File: src/rtl/rxaf_pkg.sv
package rxaf_pkg;
  localparam int          CRC_W       = 32;
  localparam int          IDX_W       = 6;
  localparam int          WORD_W      = 32;
  localparam logic [31:0] CRC_POLY_RF = 32'hEDB88320;
  localparam logic [31:0] CRC_PRESET  = 32'hFFFFFFFF;

  typedef enum logic [1:0] {
    CLS_UNICAST   = 2'd0,
    CLS_MULTICAST = 2'd1,
    CLS_BROADCAST = 2'd2
  } addr_class_e;

  // Advance the reflected CRC by one byte, least significant bit first.
  function automatic logic [CRC_W-1:0] crc_step(input logic [CRC_W-1:0] c,
                                                input logic [7:0] d);
    logic [CRC_W-1:0] r;
    r = c;
    for (int i = 0; i < 8; i++) begin
      if (r[0] ^ d[i]) r = (r >> 1) ^ CRC_POLY_RF;
      else             r = r >> 1;
    end
    return r;
  endfunction

  // Pick one bin of the split 64-bin table using the CRC's top bits.
  function automatic logic hash_lookup(input logic [CRC_W-1:0] c,
                                       input logic [WORD_W-1:0] lo,
                                       input logic [WORD_W-1:0] hi);
    logic [IDX_W-1:0] idx;
    idx = c[CRC_W-1 -: IDX_W];
    return idx[IDX_W-1] ? hi[idx[IDX_W-2:0]] : lo[idx[IDX_W-2:0]];
  endfunction
endpackage

File: src/rtl/rxaf_collect.sv
module rxaf_collect #(
  parameter int NBYTES = 6,
  localparam int ADDR_W = 8 * NBYTES,
  localparam int CNT_W  = $clog2(NBYTES + 1)
) (
  input  logic              clk,
  input  logic              rst_n,
  input  logic              in_valid,
  input  logic              in_first,
  input  logic [7:0]        in_data,
  output logic              byte_take,
  output logic              last_byte,
  output logic [ADDR_W-1:0] dst
);
  logic [CNT_W-1:0] cnt;

  assign byte_take = in_valid &&
                     (in_first || (cnt != '0 && cnt < CNT_W'(NBYTES)));
  assign last_byte = in_valid && !in_first && (cnt == CNT_W'(NBYTES - 1));

  always_ff @(posedge clk or negedge rst_n) begin
    if (!rst_n) begin
      cnt <= '0;
      dst <= '0;
    end else if (byte_take) begin
      dst <= {dst[ADDR_W-9:0], in_data};
      cnt <= in_first ? CNT_W'(1) : cnt + CNT_W'(1);
    end
  end
endmodule

File: src/rtl/rxaf_crc.sv
module rxaf_crc
  import rxaf_pkg::*;
(
  input  logic             clk,
  input  logic             rst_n,
  input  logic             byte_take,
  input  logic             in_first,
  input  logic [7:0]       in_data,
  output logic [CRC_W-1:0] crc
);
  always_ff @(posedge clk or negedge rst_n) begin
    if (!rst_n) crc <= CRC_PRESET;
    else if (byte_take) crc <= crc_step(in_first ? CRC_PRESET : crc, in_data);
  end
endmodule

File: src/rtl/rxaf_decide.sv
module rxaf_decide
  import rxaf_pkg::*;
#(
  parameter int NBYTES = 6,
  localparam int ADDR_W = 8 * NBYTES
) (
  input  logic [ADDR_W-1:0]    dst,
  input  logic [CRC_W-1:0]     crc,
  input  logic [WORD_W-1:0]    stn_lo,
  input  logic [ADDR_W-33:0]   stn_hi,
  input  logic [WORD_W-1:0]    tbl_lo,
  input  logic [WORD_W-1:0]    tbl_hi,
  input  logic                 cfg_bcast_reject,
  input  logic                 cfg_promisc,
  output addr_class_e          cls,
  output logic                 verdict
);
  logic station_hit;
  logic hash_hit;

  assign station_hit = (dst == {stn_hi, stn_lo});
  assign hash_hit    = hash_lookup(crc, tbl_lo, tbl_hi);

  always_comb begin
    if (&dst)                 cls = CLS_BROADCAST;
    else if (dst[ADDR_W-8])   cls = CLS_MULTICAST;
    else                      cls = CLS_UNICAST;
  end

  always_comb begin
    if (cfg_promisc) verdict = 1'b1;
    else begin
      unique case (cls)
        CLS_BROADCAST: verdict = !cfg_bcast_reject;
        CLS_MULTICAST: verdict = station_hit || hash_hit;
        default:       verdict = station_hit;
      endcase
    end
  end
endmodule

File: src/rtl/rxaddr_filter.sv
module rxaddr_filter
  import rxaf_pkg::*;
#(
  parameter int NBYTES = 6,
  localparam int ADDR_W = 8 * NBYTES
) (
  input  logic               clk,
  input  logic               rst_n,
  input  logic               in_valid,
  input  logic               in_first,
  input  logic [7:0]         in_data,
  input  logic [31:0]        stn_lo,
  input  logic [ADDR_W-33:0] stn_hi,
  input  logic [31:0]        tbl_lo,
  input  logic [31:0]        tbl_hi,
  input  logic               cfg_bcast_reject,
  input  logic               cfg_promisc,
  output logic               dec_valid,
  output logic               dec_accept
);
  logic              byte_take;
  logic              last_byte;
  logic [ADDR_W-1:0] dst;
  logic [CRC_W-1:0]  crc;
  addr_class_e       cls;
  logic              verdict;

  rxaf_collect #(.NBYTES(NBYTES)) u_collect (
    .clk(clk), .rst_n(rst_n), .in_valid(in_valid), .in_first(in_first),
    .in_data(in_data), .byte_take(byte_take), .last_byte(last_byte), .dst(dst)
  );

  rxaf_crc u_crc (
    .clk(clk), .rst_n(rst_n), .byte_take(byte_take), .in_first(in_first),
    .in_data(in_data), .crc(crc)
  );

  rxaf_decide #(.NBYTES(NBYTES)) u_decide (
    .dst(dst), .crc(crc), .stn_lo(stn_lo), .stn_hi(stn_hi),
    .tbl_lo(tbl_lo), .tbl_hi(tbl_hi), .cfg_bcast_reject(cfg_bcast_reject),
    .cfg_promisc(cfg_promisc), .cls(cls), .verdict(verdict)
  );

  always_ff @(posedge clk or negedge rst_n) begin
    if (!rst_n) dec_valid <= 1'b0;
    else        dec_valid <= last_byte;
  end

  assign dec_accept = dec_valid && verdict;
endmodule

File: config.mk
export PLATFORM = sky130hd
export DESIGN_NAME = rxaddr_filter
export DESIGN_NICKNAME = d
export VERILOG_FILES = /design/src/rtl/rxaf_pkg.sv /design/src/rtl/rxaf_collect.sv /design/src/rtl/rxaf_crc.sv /design/src/rtl/rxaf_decide.sv /design/src/rtl/rxaddr_filter.sv
export SDC_FILE = /design/constraint.sdc
export NUM_CORES = 1
export LEC_CHECK = 0
export ABC_AREA = 0
export CAP_MARGIN = 10
export CORE_MARGIN = 5
export CORE_UTILIZATION = 40
export DETAILED_ROUTE_END_ITERATION = 10
export PLACE_DENSITY = 0.64
export SYNTH_ARGS = -nofsm -noshare
export SYNTH_HDL_FRONTEND = slang
export SYNTH_SLANG_ARGS = --single-unit
File: constraint.sdc
create_clock -name clk -period 3.39 [get_ports clk]
set_input_delay 0.339 -clock clk [delete_from_list [all_inputs] [get_ports clk]]
set_output_delay 0.339 -clock clk [all_outputs]
set_load 0.02 [all_outputs]
==> results of run 1 <==
==> critical path, delay by kind of cell, from the launching register on <==
family / cells / cell delay, ns
compound gates: 4 / 0.70
buf+inv: 1 / 0.23
simple gates: 1 / 0.15
mux: 1 / 0.51
flops: 1 / 0.71
==> flip-flops by register name (all words and copies together) (netlist names) <==
| name | flops |
|---|---|
| u_collect.cnt | 3 |
| dec_valid | 1 |
| u_collect.dst | 48 |
| u_crc.crc | 32 |
==> cells in the mapped netlist (4+ instances only) <==
master | count | share of area, %
xnor2_1 | 41 | 6.6
nor2_2 | 5 | 0.58
mux4_2 | 10 | 4.1
dfrtp_1 | 52 | 24
buf_2 | 5 | 0.46
mux2_2 | 56 | 12
o21ai_0 | 27 | 2.5
nor2b_1 | 4 | 0.46
xnor2_2 | 13 | 3.9
mux2i_1 | 9 | 1.7
nor2_1 | 31 | 2.1
nor4_1 | 15 | 1.7
xor2_1 | 67 | 11
clkbuf_1 | 15 | 1.0
dfstp_2 | 32 | 15
nand2_1 | 33 | 2.3
nand4_1 | 15 | 1.7
o21ai_1 | 7 | 0.65
inv_1 | 4 | 0.28
a21oi_1 | 6 | 0.55
==> power groups by stage <==
stage	Clock (uW)	Combinational, uW	Sequential [uW]
2_1_floorplan	0	2550	1980
3_3_place_gp	0	3060	2290
3_5_place_dp	0	3130	2300
4_1_cts	1030	3170	2290
5_1_grt	1080	3450	2360
6_report	997	3140	2280
==> per-layer routing <==
metal	routed length [um]	global-route usage [%]	share of wire (%)
met1	6970	26.5	47
met2	6800	29.3	46
met3	760	3.61	5.2
met4	169	4.67	1.1
met5	0	0	0
==> cells in the final DEF (no fill, tap or decap), types with 5 or more instances in the layout <==
master and n:
a21oi_1 6, buf_4 18, clkbuf_16 9, clkdlybuf4s50_1 125, dfrtp_1 52, dfstp_2 30, mux2_2 56, mux2i_1 9
mux4_2 10, nand2_1 33, nand4_1 15, nor2_1 31, nor2_2 5, nor4_1 15, o21ai_0 26, o21ai_1 7
xnor2_1 41, xnor2_2 13, xor2_1 67
==> stage by stage <==
| stage | util (%) | instances | area, um2 | power, uW | hold WS [ns] |
|---|---|---|---|---|---|
| finish | 54.6 | 797 | 7250 | 6410 | 0.183 |
| floorplan | - | 485 | 5430 | 4530 | 0.0434 |
| global placement | 52.1 | 779 | 6930 | 5360 | 0.450 |
| global route | 54.6 | 797 | 7250 | 6890 | 0.283 |
| detailed placement | 52.1 | 779 | 6930 | 5430 | 0.457 |
| CTS | 54.5 | 797 | 7250 | 6490 | 0.231 |
==> cell type report <==
cell class	instances	share of cell area, %
flip-flops and latches	84	29.6
multi-input cells	372	43.4
repair buffers	145	19.6
clock inverters	6	1.02
inverters	4	0.207
well taps	176	3.04
clock buffers	10	3.16
==> logic make-up after synthesis <==
| group | synth area share, % |
|---|---|
| AND/OR/NAND/NOR | 9.84 |
| multiplexers | 17.4 |
| flip-flops | 39.4 |
| XOR/XNOR | 23.9 |
| buffers and inverters | 2.79 |
| adder cells (fa/ha/maj) | 0.691 |
| AO/OA/AOI/OAI | 5.94 |
==> worst paths after layout <==
check	endpoint	slack, ns	startpoint
setup reg to reg	u_crc.crc[20]	1.19	u_crc.crc[1]
hold reg to reg	u_crc.crc[21]	0.47	u_crc.crc[21]
max in group asynchronous	u_collect.dst[34]	2.53	rst_n
hold / removal	u_collect.dst[36]	0.18	rst_n
min in group clk	u_crc.crc[21]	0.47	u_crc.crc[21]
setup / recovery	dec_accept	0.43	u_crc.crc[26]
==> timing repair <==
item,CTS,global route
setup endpoints to repair,1,1
setup buffers,2,0
resized for setup,2,1
pin swaps,0,0
==> impl_metrics.csv, run 1 <==
group,metric,value,unit
grt,grt_pass1_vias,4289,
placement,gp_congestion,0.896,
worst_setup_path,end_kind,"output port",
floorplan,core_area,13300,um2
timing,finalSetupViolations,0,
worst_setup_path,cp-start-kind,"register",
timing,fin_crit,2.96,ns
finish,nFillCells,1181,
floorplan,die-area,16000,um2
timing,timing.fmax,338,MHz
drt,drc,0,
drt,wl_per_cell,18.4,um
pwr,swShare,37.6,%
synth,synth.avg_cell_area,11.2,um2
grt,antenna_found_initial,0,
cts,clkLatencyLatePin,0.34,ns
worst_hold_path,hold_path_class,"input pin to async pin",
synth,ys_seq_area_share,39.4,%
grt,grt_start_max_net_pins,85,
timing,tightest_slew,1.05,ns
floorplan,ios,128,
worst_setup_path,crit_chain,"mux4_2, nor2b_1, a211oi_1, a21oi_1, o2111ai_1, a31oi_1, dlymetal6s2s_1",
synth,syn_nets,614,
pwr,max-vdd-ir-drop,0.000383,V
timing,rsz0062_at_grt,"false",
timing,setup_ws,0.428,ns
synth,yosys_warnings,0,
job,cap_violations,0,
worst_setup_path,arrival,2.62,ns
finish,seq_area,2150,um2
finish,multi_input_area,3150,um2
timing,fin_skew,0.00955,ns
placement,port_buffers,127,
cts,cts_tree,"yes",
worst_setup_path,cp_slowest_cell,"dfstp_4",
cts,clock_path_buffers,2,
worst_setup_path,cp.required,3.05,ns
drt,wirelength,14.7,mm
cts,path_clk_slew,0.07,ns
worst_setup_path,path_max_fanout,10,
pwr,power_switching,2410,uW
run_status,status,"complete, no violations",
drt,first_pass_iters,4,
synth,yosys_register_bits,84,
finish,n_antenna_cell,0,
floorplan,num_rows,42,
worst_setup_path,critical_path_class,"register to output port",
synth,async_flop_share,100,%
placement,dpl_worst_slack,0.120,ns
cts,clock-sinks,84,
cts,cts-root-buf,"clkbuf_16",
timing,hold_viol_final,0,
pwr,power_frac_comb,48.9,%
cts,cts_htree_levels,3,
pwr,power_frac_seq,35.5,%
finish,syn_to_final_growth,33.6,%
synth,synthFlopType,"dfrtp_1",
drt,dr_total_vias,4081,
floorplan,initial_utilization,40.8,%
synth,synth_area,5430,um2
grt,grt_use_total,18.6,%
cts,cts_buffers,9,
pwr,power.internal,4000,uW
floorplan,die_w,127,um
timing,relSlewSlack,29.8,%
synth,synth_edf_count,0,
placement,dpl.hpwl,11.6,mm
worst_setup_path,r2r_cells,6,
grt,grt-ovfl-total,0,
synth,synth_cell_types,43,
grt,grt_pass1_wl,23.7,mm
finish,drive_gt1_share,24.8,%
synth,postSynthCellCount,485,
timing,final.period_utilization,87.4,%
pwr,p_per_area,884,nW/um2
drt,drt-initial-drc-count,176,
worst_setup_path,critPathMaxStageDelay,0.71,ns
drt,routed_via_density,5.12,
pwr,power_leakage,0.00286,uW
finish,final_nets,745,
pwr,p_clk_share,15.6,%
timing,maxSlewViolCount,0,
floorplan,fp.dieH,127,um
timing,setup_tns,0,ns
drt,antenna_left,0,
cts,postCtsHoldBufs,0,
No activity file was read; power rests on OpenSTA's default activity.
==> run 2: changes to the inputs <==
--- a/config.mk
+++ b/config.mk
@@ -6,6 +6,7 @@
 export NUM_CORES = 1
 export LEC_CHECK = 0
 export ABC_AREA = 0
+export ABC_CLOCK_PERIOD_IN_PS = 3390
 export CAP_MARGIN = 10
 export CORE_MARGIN = 5
 export CORE_UTILIZATION = 40
==> results of run 2 <==
The final DEF is identical to that of run 1; final timing and power are the same.
